===== config.mk =====
export PLATFORM = sky130hd
export DESIGN_NAME = twi_master
export DESIGN_NICKNAME = d
export VERILOG_FILES = /design/src/rtl/twi_pkg.sv /design/src/rtl/twi_phase_timer.sv /design/src/rtl/twi_shift_reg.sv /design/src/rtl/twi_master.sv
export SDC_FILE = /design/constraint.sdc
export NUM_CORES = 1
export LEC_CHECK = 0
export ABC_CLOCK_PERIOD_IN_PS = 4800
export BUFFER_PORTS_ARGS = -buffer_cell sky130_fd_sc_hd__buf_2
export CAP_MARGIN = 20
export CORE_MARGIN = 8
export CORE_UTILIZATION = 40
export CTS_BUF_LIST = sky130_fd_sc_hd__clkbuf_8
export DETAILED_ROUTE_END_ITERATION = 7
export PLACE_DENSITY_LB_ADDON = 0.08
export SYNTH_ARGS = -nofsm -noshare
export SYNTH_HDL_FRONTEND = slang
export SYNTH_SLANG_ARGS = --single-unit

===== constraint.sdc =====
create_clock -name clk -period 4.8 [get_ports clk]
set_input_delay 0.72 -clock clk [delete_from_list [all_inputs] [get_ports clk]]
set_output_delay 0.72 -clock clk [all_outputs]
set_load 0.02 [all_outputs]

===== src/rtl/twi_pkg.sv =====
package twi_pkg;
    localparam int BYTE_W = 8;
    localparam int BCNT_W = $clog2(BYTE_W + 1);

    typedef enum logic [3:0] {
        ST_IDLE,
        ST_START,
        ST_HOLD,
        ST_RS_LO,
        ST_RS_HI,
        ST_BIT_LO,
        ST_BIT_HI,
        ST_ACK_LO,
        ST_ACK_HI,
        ST_STOP_LO,
        ST_STOP_HI,
        ST_STOP_FREE
    } twi_state_e;
endpackage


===== src/rtl/twi_phase_timer.sv =====
module twi_phase_timer #(
    parameter int CNT_W = 8
) (
    input  logic             clk,
    input  logic             rst_n,
    input  logic             restart,
    input  logic [CNT_W-1:0] len,
    output logic             done
);
    logic [CNT_W-1:0] cnt_d, cnt_q;

    assign done = (cnt_q == '0);

    always_comb begin
        if (restart) begin
            cnt_d = len - CNT_W'(1);
        end else if (done) begin
            cnt_d = '0;
        end else begin
            cnt_d = cnt_q - CNT_W'(1);
        end
    end

    always_ff @(posedge clk or negedge rst_n) begin
        if (!rst_n) begin
            cnt_q <= '0;
        end else begin
            cnt_q <= cnt_d;
        end
    end
endmodule


===== src/rtl/twi_shift_reg.sv =====
module twi_shift_reg
    import twi_pkg::*;
(
    input  logic              clk,
    input  logic              rst_n,
    input  logic              load,
    input  logic [BYTE_W-1:0] load_val,
    input  logic              shift,
    input  logic              sin,
    output logic [BYTE_W-1:0] data,
    output logic [BCNT_W-1:0] count
);
    logic [BYTE_W-1:0] data_d, data_q;
    logic [BCNT_W-1:0] cnt_d, cnt_q;

    always_comb begin
        data_d = data_q;
        cnt_d  = cnt_q;
        if (load) begin
            data_d = load_val;
            cnt_d  = '0;
        end else if (shift) begin
            data_d = {data_q[BYTE_W-2:0], sin};
            cnt_d  = cnt_q + BCNT_W'(1);
        end
    end

    always_ff @(posedge clk or negedge rst_n) begin
        if (!rst_n) begin
            data_q <= '0;
            cnt_q  <= '0;
        end else begin
            data_q <= data_d;
            cnt_q  <= cnt_d;
        end
    end

    assign data  = data_q;
    assign count = cnt_q;

    // the bit counter never runs past one byte
    a_r6_bitcnt_bound: assert property (@(posedge clk) disable iff (!rst_n)
        cnt_q <= BCNT_W'(BYTE_W));
endmodule


===== src/rtl/twi_master.sv =====
module twi_master
    import twi_pkg::*;
#(
    parameter int DIV_W = 8
) (
    input  logic              clk,
    input  logic              rst_n,
    input  logic [DIV_W-1:0]  cfg_lo_half,
    input  logic [DIV_W-1:0]  cfg_hi_half,
    input  logic              cfg_pseudo8,
    input  logic              cfg_irq_late,
    input  logic              cmd_start,
    input  logic              cmd_stop,
    input  logic              tx_wr,
    input  logic [BYTE_W-1:0] tx_byte,
    input  logic              rx_go,
    input  logic              rx_ack,
    output logic [BYTE_W-1:0] rx_byte,
    output logic              ready,
    output logic              active,
    output logic              nack,
    output logic              irq,
    output logic              scl_oe,
    output logic              sda_oe,
    input  logic              sda_in
);
    localparam logic [DIV_W-1:0] MIN_HALF = DIV_W'(2);

    typedef struct packed {
        twi_state_e        state;
        logic              rxmode;
        logic              ackdrv;
        logic              nack;
        logic              irq;
        logic              sda_oe;
        logic [BYTE_W-1:0] rxdata;
    } regs_t;

    regs_t r_q, r_d;

    logic              tmr_done;
    logic              tmr_restart;
    logic [DIV_W-1:0]  tmr_len;
    logic [DIV_W-1:0]  lo_eff, hi_eff;
    logic              sh_load, sh_shift;
    logic [BYTE_W-1:0] sh_data;
    logic [BCNT_W-1:0] sh_cnt;
    logic              low_next;

    assign lo_eff = (cfg_lo_half < MIN_HALF) ? MIN_HALF : cfg_lo_half;
    assign hi_eff = (cfg_hi_half < MIN_HALF) ? MIN_HALF : cfg_hi_half;

    function automatic logic is_low_phase(input twi_state_e s);
        return (s == ST_HOLD) || (s == ST_RS_LO) || (s == ST_BIT_LO) ||
               (s == ST_ACK_LO) || (s == ST_STOP_LO);
    endfunction

    always_comb begin
        r_d      = r_q;
        r_d.irq  = 1'b0;
        sh_load  = 1'b0;
        sh_shift = 1'b0;

        case (r_q.state)
            ST_IDLE: begin
                if (cmd_start) r_d.state = ST_START;
            end
            ST_HOLD: begin
                if (cmd_start) begin
                    r_d.state = ST_RS_LO;
                end else if (cmd_stop) begin
                    r_d.state = ST_STOP_LO;
                end else if (tx_wr) begin
                    sh_load    = 1'b1;
                    r_d.rxmode = 1'b0;
                    r_d.nack   = 1'b0;
                    r_d.state  = ST_BIT_LO;
                end else if (rx_go) begin
                    sh_load    = 1'b1;
                    r_d.rxmode = 1'b1;
                    r_d.ackdrv = rx_ack;
                    r_d.state  = ST_BIT_LO;
                end
            end
            ST_START:   if (tmr_done) r_d.state = ST_HOLD;
            ST_RS_LO:   if (tmr_done) r_d.state = ST_RS_HI;
            ST_RS_HI:   if (tmr_done) r_d.state = ST_START;
            ST_BIT_LO:  if (tmr_done) r_d.state = ST_BIT_HI;
            ST_BIT_HI: begin
                if (tmr_done) begin
                    sh_shift = 1'b1;
                    if (sh_cnt == BCNT_W'(BYTE_W - 1)) begin
                        r_d.rxdata = {sh_data[BYTE_W-2:0], sda_in};
                        if (cfg_pseudo8) begin
                            r_d.state = ST_HOLD;
                            r_d.irq   = 1'b1;
                        end else begin
                            r_d.state = ST_ACK_LO;
                            r_d.irq   = !cfg_irq_late;
                        end
                    end else begin
                        r_d.state = ST_BIT_LO;
                    end
                end
            end
            ST_ACK_LO:  if (tmr_done) r_d.state = ST_ACK_HI;
            ST_ACK_HI: begin
                if (tmr_done) begin
                    if (!r_q.rxmode) r_d.nack = sda_in;
                    r_d.irq   = cfg_irq_late;
                    r_d.state = ST_HOLD;
                end
            end
            ST_STOP_LO:   if (tmr_done) r_d.state = ST_STOP_HI;
            ST_STOP_HI:   if (tmr_done) r_d.state = ST_STOP_FREE;
            ST_STOP_FREE: if (tmr_done) r_d.state = ST_IDLE;
            default:      r_d.state = ST_IDLE;
        endcase

        // data line follows the current phase one cycle late, so it only
        // moves after the clock line has already gone low
        case (r_q.state)
            ST_START, ST_STOP_LO, ST_STOP_HI: r_d.sda_oe = 1'b1;
            ST_HOLD:                          r_d.sda_oe = r_q.sda_oe;
            ST_BIT_LO, ST_BIT_HI:
                r_d.sda_oe = r_q.rxmode ? 1'b0 : !sh_data[BYTE_W-1];
            ST_ACK_LO, ST_ACK_HI:
                r_d.sda_oe = r_q.rxmode ? r_q.ackdrv : 1'b0;
            default:                          r_d.sda_oe = 1'b0;
        endcase
    end

    assign low_next    = is_low_phase(r_d.state);
    assign tmr_restart = (r_d.state != r_q.state);
    assign tmr_len     = low_next ? lo_eff : hi_eff;

    always_ff @(posedge clk or negedge rst_n) begin
        if (!rst_n) begin
            r_q <= '{state: ST_IDLE, default: '0};
        end else begin
            r_q <= r_d;
        end
    end

    twi_phase_timer #(.CNT_W(DIV_W)) u_timer (
        .clk     (clk),
        .rst_n   (rst_n),
        .restart (tmr_restart),
        .len     (tmr_len),
        .done    (tmr_done)
    );

    twi_shift_reg u_shift (
        .clk      (clk),
        .rst_n    (rst_n),
        .load     (sh_load),
        .load_val (tx_byte),
        .shift    (sh_shift),
        .sin      (sda_in),
        .data     (sh_data),
        .count    (sh_cnt)
    );

    assign scl_oe  = is_low_phase(r_q.state);
    assign sda_oe  = r_q.sda_oe;
    assign ready   = (r_q.state == ST_IDLE) || (r_q.state == ST_HOLD);
    assign active  = (r_q.state != ST_IDLE);
    assign nack    = r_q.nack;
    assign irq     = r_q.irq;
    assign rx_byte = r_q.rxdata;

    // data enable holds still while the clock stays released in a bit
    a_r3_sda_steady_high: assert property (@(posedge clk) disable iff (!rst_n)
        (!scl_oe && !$past(scl_oe) &&
         (r_q.state == ST_BIT_HI || r_q.state == ST_ACK_HI)) |-> $stable(r_q.sda_oe));

    // interrupt is a single-cycle pulse
    a_r8_irq_one_cycle: assert property (@(posedge clk) disable iff (!rst_n)
        irq |=> !irq);

    // missing acknowledge is only recorded out of the handshake phase
    a_r4_nack_from_ack: assert property (@(posedge clk) disable iff (!rst_n)
        $rose(nack) |-> $past(r_q.state == ST_ACK_HI));

    // releasing data with the clock high happens only when closing the bus
    a_r9_rise_only_stop: assert property (@(posedge clk) disable iff (!rst_n)
        ($fell(sda_oe) && !scl_oe) |-> (r_q.state == ST_STOP_FREE));
endmodule


Word level (Yosys, flattened, before mapping)
Cells that the tools add are included.
{"block": "totals", "register_bits": 37, "inputBits": 34, "out_inout_bits": 14, "elab_cells": 112}
{"block": "classes", "add_sub_neg": 3, "n_lt_le_gt_ge": 2, "eq_ne": 23, "muxes": 46, "bitwise": 3, "reduce_logical": 25}
{"operator": "4-bit two-way mux", "count": 15}
{"operator": "8-bit two-way mux", "count": 7}
{"operator": "4-bit case mux with 11 select lines", "count": 1}
{"operator": "4-bit by 3-bit == test with 1-bit output, second input constant", "count": 7}
{"operator": "4-bit == test, second input constant", "count": 5}
{"operator": "4-bit by 2-bit == test with 1-bit output, second input constant", "count": 4}
{"operator": "8-bit by 2-bit less-than comparator with 1-bit output, second input constant", "count": 2}
{"operator": "1-bit two-way mux", "count": 16}
{"operator": "8-bit by 1-bit subtractor with 8-bit output, second input constant", "count": 2}
{"operator": "2-bit != test, second input constant", "count": 5}
{"operator": "1-bit logical OR", "count": 9}
{"operator": "8-bit zero test", "count": 1}
{"operator": "6-bit two-way mux", "count": 1}
{"operator": "6-bit AND reduction", "count": 1}
{"operator": "2-bit nonzero test", "count": 3}
{"operator": "2-bit OR reduction", "count": 3}
{"operator": "5-bit two-way mux", "count": 1}
{"operator": "5-bit AND reduction", "count": 1}
{"operator": "4-bit by 1-bit adder with 4-bit output, second input constant", "count": 1}
{"operator": "4-bit by 1-bit == test with 1-bit output, second input constant", "count": 1}
{"operator": "4-bit zero test", "count": 1}
{"operator": "4-bit != test", "count": 1}
{"operator": "1-bit case mux with 2 select lines", "count": 2}
{"operator": "1-bit case mux with 4 select lines", "count": 1}
{"operator": "8 further kinds", "count": 11}

Depth between registers and ports, before layout
Gate-level depths: netlist of the first run.
{"block": "depth", "depth_word": 13, "depth_mapped": 17, "ltp_nobuf": 17}

Hierarchy
A second synthesis of the first run with hierarchy kept.
{"block": "unflattened", "hier_cells": 261, "area_unflattened_um2": 2467.4}
{"module": "twi_master", "instances": 1, "cells_each": 146, "area_per_inst_um2": 1297.5, "seq_area_each_um2": 425.4}
{"module": "twi_phase_timer", "instances": 1, "cells_each": 63, "area_per_inst_um2": 585.6, "seq_area_each_um2": 200.2}
{"module": "twi_shift_reg", "instances": 1, "cells_each": 52, "area_per_inst_um2": 584.3, "seq_area_each_um2": 300.3}

Worst setup path before layout of the first run
No wires, ideal clock.
{"block": "synth_path", "kind": "flip-flop to flip-flop", "startpoint": "reg u_timer.cnt_q[0]", "endpoint": "reg u_timer.cnt_q[6]", "setup_ns": 0.127, "arrival_ns": 3.070, "required_time_ns": 4.673, "slack_ns": 1.603, "stages_incl_launch_ff": 17, "n_path_buf": 0, "synth_period_minus_slack_ns": 3.197, "cell_sequence": "dfrtp_1 > inv_1 > ha_1 > or4b_4 > nor2_2 > a211oi_1 > nor3_2 > inv_1 > a211o_4 > nand2_4 > mux2_4 > ha_1 > inv_1 > or3_1 > xnor2_1 > mux2i_1 > a21oi_1"}
{"item": "start: declaration", "line_no": "twi_phase_timer.sv:10", "rtl": "logic [CNT_W-1:0] cnt_d, cnt_q;"}
{"item": "start signal: assignment", "line_no": "twi_phase_timer.sv:28", "rtl": "cnt_q <= cnt_d;"}

==> results.md, run 1 <==
* DR WL met2 at 2.60 mm
* Register area share after synthesis at 36.9%
* Synth unique cells at 63
* CTS tree: built
* Crit-path cells: nor2b_1 -> a41oi_1 -> o211ai_1 -> o31a_1 -> a211o_4 -> nand2_4 -> o31ai_1 -> ha_1 -> inv_1 -> or3_1 -> xnor2_1 -> mux2i_1 -> a21oi_1
* Yosys reg bits at 37
* Top Layer Used: met4
* Nets at 348
* Reg2Reg Capture Point: u_timer.cnt_q[6]
* Yosys warns at 0
* Sink Count at 37
* Met3 wire len at 325 um
* Synth Area in Adders at 1.50%
* Overall power at 1.10 mW
* Initial DRC count at 120
* GP Congestion at 0.803
* Postcts setup bufs at 0
* Area grow syn2layout at 12.3%
* CTS H-tree depth at 2
* Hold buffers post-CTS at 0
* Synthesized instance count at 277
* DRC Markers at 0
* Cell area after synthesis at 2510 um^2
* Final Slew Violations at 0
* Initial antenna violation count at 0
* Least-Margin Pin Slew at 0.995 ns
* Synth cell count leaders: dfrtp_1, nand2_1, nor2_1, nor3_1, xnor2_1
* Xor/xnor share of the synthesized area at 5.24%
* Post-CTS sizing at 0
* IO Pins at 48
* Total track usage at 13.6%
* Largest net degree at the start of global routing at 38
* Post-place setup slack at 1.17 ns
* WHS Path Cells at 1
* Num rows at 29
* Asr flop ratio synth at 100%
* Ant diodes at 0
* Layout Skew at 0.00806 ns
* Max incr delay on CP at 0.69 ns
* CTS max path bufs at 2
* Clock Pin Slew Worst Setup and Hold Paths at 0.08 ns
* Post-detail-place hpwl at 4.48 mm
* Fin crit share at 76.4%
* Register Area at 926 um^2
* Syn avg cell area at 9.06 um^2
* Count leader, synth: dfrtp_1
* Main flop type after synthesis: dfrtp_1
* RSZ-0062 raised after global routing: no
* ANT nets after route at 0
* Slew HR at 33.2%
* Pwr Density at 392 nW/um^2
* CP Depth at 13
* Compound-Gate Fraction of Synth Area at 18.0%
* WL met1 at 2.88 mm
* DRT Pass-1 Iters at 5
* EDFF count, synth at 0
* Type of the tightest min-delay check: reg2reg
* Via count of the first global-routing pass at 2,043
* Tightest hold margin at 0.491 ns
* Syn Nets at 314
* CTS Buf Count at 5
* Yosys top cell by area: dfrtp_1
* Critical Path Fanout Max at 18
* Clk root buf: clkbuf_8
* Final WS setup at 1.14 ns
* GRT Residual Overflow at 0
* CP delay by family, top: compound AO/OA/AOI/OAI gates
* Die Span X at 95.2 um
* Vias per cell at 5.45
* Share of layout cells above drive strength 1 at 25.6%
* Area occupied by multi-input gates at 1430 um^2
* Die height at 95.2 um
* Max IR drop VDD at 143 uV
* Worst skew pair latency at 0.30 ns
* Area share of the largest cell type after synthesis at 36.9%
* HP Start: rx_byte[3]
* Multiplexer area fraction after synthesis at 7.28%
* Starting density of the core at 40.4%
* Final hold viol count at 0
* R2R depth at 13
* WP buf/inv at 1
* Critical path capture point type: register
* Setup violations, final at 0
* Min-Delay Endpoint: rx_byte[3]
* Leak at 1.21 nW
* Fmax at 0.273 GHz
* Largest family of logic cells by synthesized area: simple AND/OR/NAND/NOR gates
* Ranking of synthesized cells by area: dfrtp_1, nand2_1, nor2_1, mux2_2, xnor2_1
* Worst path required time at 4.95 ns
* Worst EP arrival at 3.81 ns
* # fillers at 617
* Wirelength per Cell at 15.2 um
* Worst r2r src: r_q[15]
* Total negative slack at 0 ns
* Die footprint at 9060 um^2
* Worst R2R Setup Slack at 1.14 ns
* Status: finished, final reports clean
* Final min period at 3.66 ns
* PortBufs at 47
* Worst setup SP type: register
* Core Footprint at 6200 um^2
* Via count at 2,121
* WS Path Type: reg2reg
* Post-Synth Simple-Gate Area at 25.0%
* Max Cap Viol at 0
* First-pass GRT wire length at 9.84 mm
* Drt total wl at 5.91 mm
* Critical path's slowest cell: dfrtp_1
[worst reg2reg max path, stage by stage, from the launching register on]
cell and delay, ns:
dfrtp_1 0.69, nor2b_1 0.52, a41oi_1 0.20, o211ai_1 0.42, o31a_1 0.22, a211o_4 0.12
nand2_4 0.10, o31ai_1 0.25, ha_1 0.21, inv_1 0.08, or3_1 0.36, xnor2_1 0.13
mux2i_1 0.13, a21oi_1 0.08
[through the flow]
step	cells	util, %	instance area [um^2]
after floorplan	277	-	2510
after global placement	381	43.9	2720
after detailed placement	381	43.9	2720
after CTS	389	45.4	2820
after global routing	389	45.4	2820
final	389	45.4	2820
[worst max path at each step]
stage / endpoint / startpoint
2_1_floorplan: u_timer.cnt_q[6] / u_timer.cnt_q[0]
3_5_place_dp: u_timer.cnt_q[6] / r_q[15]
4_1_cts: u_timer.cnt_q[6] / u_timer.cnt_q[0]
5_1_grt: u_timer.cnt_q[6] / r_q[15]
6_report: u_timer.cnt_q[6] / r_q[15]
3_3_place_gp: u_timer.cnt_q[6] / cfg_pseudo8
[per-layer routing]
| metal | global-route usage (%) | vias to the layer above |
|---|---|---|
| met1 | 18.3 | 997 |
| met2 | 20.8 | 54 |
| met3 | 2.99 | 9 |
| met4 | 5.33 | 0 |
| li1 | - | 1061 |
| met5 | 0 | - |
[cell type report]
type | instances | share of cell area (%)
Tap cell | 77 | 3.42
Multi-Input combinational cell | 212 | 50.8
Inverter | 7 | 0.933
Clock buffer | 6 | 2.93
Sequential cell | 37 | 32.9
Timing Repair Buffer | 48 | 8.61
Clock inverter | 2 | 0.488
[state kept, by name (all words and copies together) (netlist names)]
register / count
sda_oe: 1
u_shift.data: 8
nack: 1
u_timer.cnt_q: 8
irq: 1
rx_byte: 8
r_q: 6
u_shift.count: 4
[layout by cell type, fill, tap and decap left out, drive strengths merged, types with 3 or more instances in the layout]
cell type / n
buf: 48
dfrtp: 37
nand2: 33
nor2: 29
nor3: 15
mux2: 12
xnor2: 9
a21oi: 9
o21ai: 9
a31oi: 8
or3: 7
inv: 7
nor2b: 7
nand3: 7
xor2: 6
clkbuf: 6
mux2i: 4
a211oi: 4
o31ai: 4
o21a: 4
nand2b: 3
o211ai: 3
ha: 3
[power breakdown]
group / switching [mW] / internal (mW) / total [mW]
clock network: 0.119 / 0.116 / 0.235
logic: 0.233 / 0.198 / 0.430
registers: 0.0741 / 0.364 / 0.438
[cells by family (layout without fill, tap and decap cells)]
logic type | count (synthesis) | after routing
and+or+nand+nor | 119 | 119
AOI/OAI and AO/OA | 59 | 59
DFF | 37 | 37
buffers and inverters | 28 | 63
muxes | 16 | 16
xor gates and xnor gates | 15 | 15
adders and majority gates | 3 | 3
(Power assumes the default switching activity.)
==> run 2, diff against run 1 <==
--- a/config.mk
+++ b/config.mk
@@ -5,7 +5,7 @@
 export SDC_FILE = /design/constraint.sdc
 export NUM_CORES = 1
 export LEC_CHECK = 0
-export ABC_CLOCK_PERIOD_IN_PS = 4800
+export ABC_CLOCK_PERIOD_IN_PS = 3300
 export BUFFER_PORTS_ARGS = -buffer_cell sky130_fd_sc_hd__buf_2
 export CAP_MARGIN = 20
 export CORE_MARGIN = 8
==> constraint.sdc (replaced) <==
create_clock -name clk -period 3.3 [get_ports clk]
set_input_delay 0.495 -clock clk [delete_from_list [all_inputs] [get_ports clk]]
set_output_delay 0.495 -clock clk [all_outputs]
set_load 0.02 [all_outputs]
==> run 2 against run 1 <==
Against the previous run: core utilization rose by 5.7 points; critical path depth rose by 4; combinational power rose by 100%; critical endpoint unchanged; total power rose by 74%; largest power group is now combinational cells; via count rose by 7.0%; largest cell class unchanged; critical path type unchanged; cell count rose by 8.7%.
==> results.md, run 2 (synthesis gave the netlist of run 1 again) <==
* Max IR drop VDD at 366 uV (+160%)
* Initial antenna violation count at 0 (unchanged)
* Tightest hold margin at 0.300 ns (-0.191 ns)
* CTS Buf Count at 5 (unchanged)
* Die height at 95.2 um (unchanged)
* DRC Markers at 0 (unchanged)
* Critical Path Fanout Max at 5 (-13)
* GP Congestion at 0.810 (+0.78%)
* Pwr Density at 604 nW/um^2 (+54%)
* Starting density of the core at 40.4% (unchanged)
* Drt total wl at 6.26 mm (+5.9%)
* Core Footprint at 6200 um^2 (unchanged)
* Total negative slack at 0 ns (unchanged)
* CTS H-tree depth at 2 (unchanged)
* Largest net degree at the start of global routing at 38 (unchanged)
* Final min period at 3.16 ns (-0.500 ns)
* Fmax at 0.316 GHz (+16%)
* First-pass GRT wire length at 10.5 mm (+6.2%)
* Register Area at 927 um^2 (+0.14%)
* Wirelength per Cell at 14.8 um (-2.7%)
* Sink Count at 37 (unchanged)
* Fin crit share at 95.9% (+20 points)
* Setup violations, final at 0 (unchanged)
* Ant diodes at 0 (unchanged)
* Least-Margin Pin Slew at 1.01 ns (+0.0159 ns)
* Nets at 382 (+9.8%)
* Clock Pin Slew Worst Setup and Hold Paths at 0.08 ns (about the same)
* Slew HR at 32.2% (-1.1 points)
* Worst setup SP type: register
* Commonest non-fill, non-tap cells in the layout: buf_2, dfrtp_1, buf_4, nand2_1, nor2_1
* Post-detail-place hpwl at 4.81 mm (+7.5%)
* Hold buffers post-CTS at 0 (unchanged)
* Via count at 2,269 (+7.0%)
* Vias per cell at 5.36 (-1.6%)
* Worst skew pair latency at 0.29 ns (about the same)
* Share of layout cells above drive strength 1 at 35.8% (+10 points)
* Status: finished, final reports clean
* Die footprint at 9060 um^2 (unchanged)
* Area occupied by multi-input gates at 1500 um^2 (+5.1%)
* Initial DRC count at 127 (+5.8%)
* Type of the tightest min-delay check: in2async
* Worst EP arrival at 3.35 ns (-0.46 ns)
* PortBufs at 47 (unchanged)
* CTS tree: built
* Final Slew Violations at 0 (unchanged)
* # fillers at 589 (-4.5%)
* Total track usage at 14.5% (+0.85 points)
* Via count of the first global-routing pass at 2,219 (+8.6%)
* RSZ-0062 raised after global routing: yes
* Area grow syn2layout at 26.5%
* Clk root buf: clkbuf_8
* ANT nets after route at 0 (unchanged)
* DRT Pass-1 Iters at 4 (-1)
* Critical path capture point type: register
* Leak at 1.39 nW (+15%)
* Fin cells at 423 (+8.7%)
* Num rows at 29 (unchanged)
* Cells after DPL at 409 (+7.3%)
* Worst path required time at 3.48 ns (-1.47 ns)
* IO Pins at 48 (unchanged)
* Die Span X at 95.2 um (unchanged)
* Max Cap Viol at 0 (unchanged)
* Final hold viol count at 0 (unchanged)
* GRT Residual Overflow at 0 (unchanged)
* WS Path Type: reg2reg
* CTS max path bufs at 2 (unchanged)
* Commonest non-fill, non-tap cell in the layout: buf_2
* Layout Skew at 0.00747 ns (-0.000595 ns)
==> run 2: cell count changes in the layout (fill, tap and decap cells not counted), sizes merged <==
cell      delta
buf         +34
clkinv       -2
bufinv       +1
clkinvlp     +1
==> run 2: per-layer routing <==
metal / vias up / global-route usage [%] / share of wire [%]
met5: - / 0 / 0
met4: 0 / 4.68 / 1.5
met3: 8 / 3.39 / 5.7
met2: 59 / 23.0 / 45
met1: 1073 / 18.9 / 48
li1: 1129 / - / -
==> run 2: cell type report <==
type	instances	share of cell area, %
Multi-Input combinational cell	212	47.4
Timing Repair Buffer	82	15.7
Clock buffer	6	2.60
Tap cell	77	3.04
Sequential cell	37	29.2
Inverter	7	0.907
Clock inverter	2	1.18
==> run 2: worst paths after layout <==
path                                  start          endpoint  slack (ns)  depth (start not counted)
max reg2reg                u_timer.cnt_q[0]  u_timer.cnt_q[6]        0.14                         17
max in group asynchronous             rst_n           r_q[15]        2.43                          1
min reg2reg                      rx_byte[4]        rx_byte[4]        0.49                          1
min in group clk                     rx_ack           r_q[11]        0.43                          2
min                                   rst_n           r_q[11]        0.30                          1
max                        u_timer.cnt_q[0]  u_timer.cnt_q[6]        0.14                         17
==> run 2: worst max-delay path, stage by stage (launching register included) <==
cell	delay, ns
dfrtp_1	0.39
inv_2	0.08
ha_4	0.14
or4b_4	0.49
nor2_4	0.16
a211oi_4	0.06
nor3_2	0.14
inv_1	0.09
a211o_4	0.35
nand2_4	0.09
nand2_2	0.07
o31ai_4	0.07
ha_4	0.19
inv_4	0.04
or3_1	0.35
xnor2_1	0.14
mux2i_1	0.14
a21oi_1	0.08
==> run 2: power by group <==
| part | switching, mW | internal [mW] | total [mW] |
|---|---|---|---|
| Clock | 0.177 | 0.246 | 0.423 |
| Sequential | 0.0880 | 0.530 | 0.618 |
| Combinational | 0.426 | 0.451 | 0.877 |
==> run 2: repair_timing <==
item / in CTS / in global routing
resized for setup: 5 / 12
buffers inserted: 3 / 3
hold endpoints to repair: 0 / 0
endpoints found under the setup margin: 2 / 2
pin swaps: 5 / 13
==> run 2: per-stage QoR <==
step                util (%)  setup slack (ns)  instance area [um^2]  power (mW)
global route            51.1           -0.0321                  3170        2.06
CTS                     49.9           0.00470                  3090        1.85
floorplan                  -             0.103                  2510        1.12
global placement        47.2            0.0371                  2930        1.38
finish                  51.1             0.136                  3170        1.92
detailed placement      47.2           -0.0148                  2930        1.38
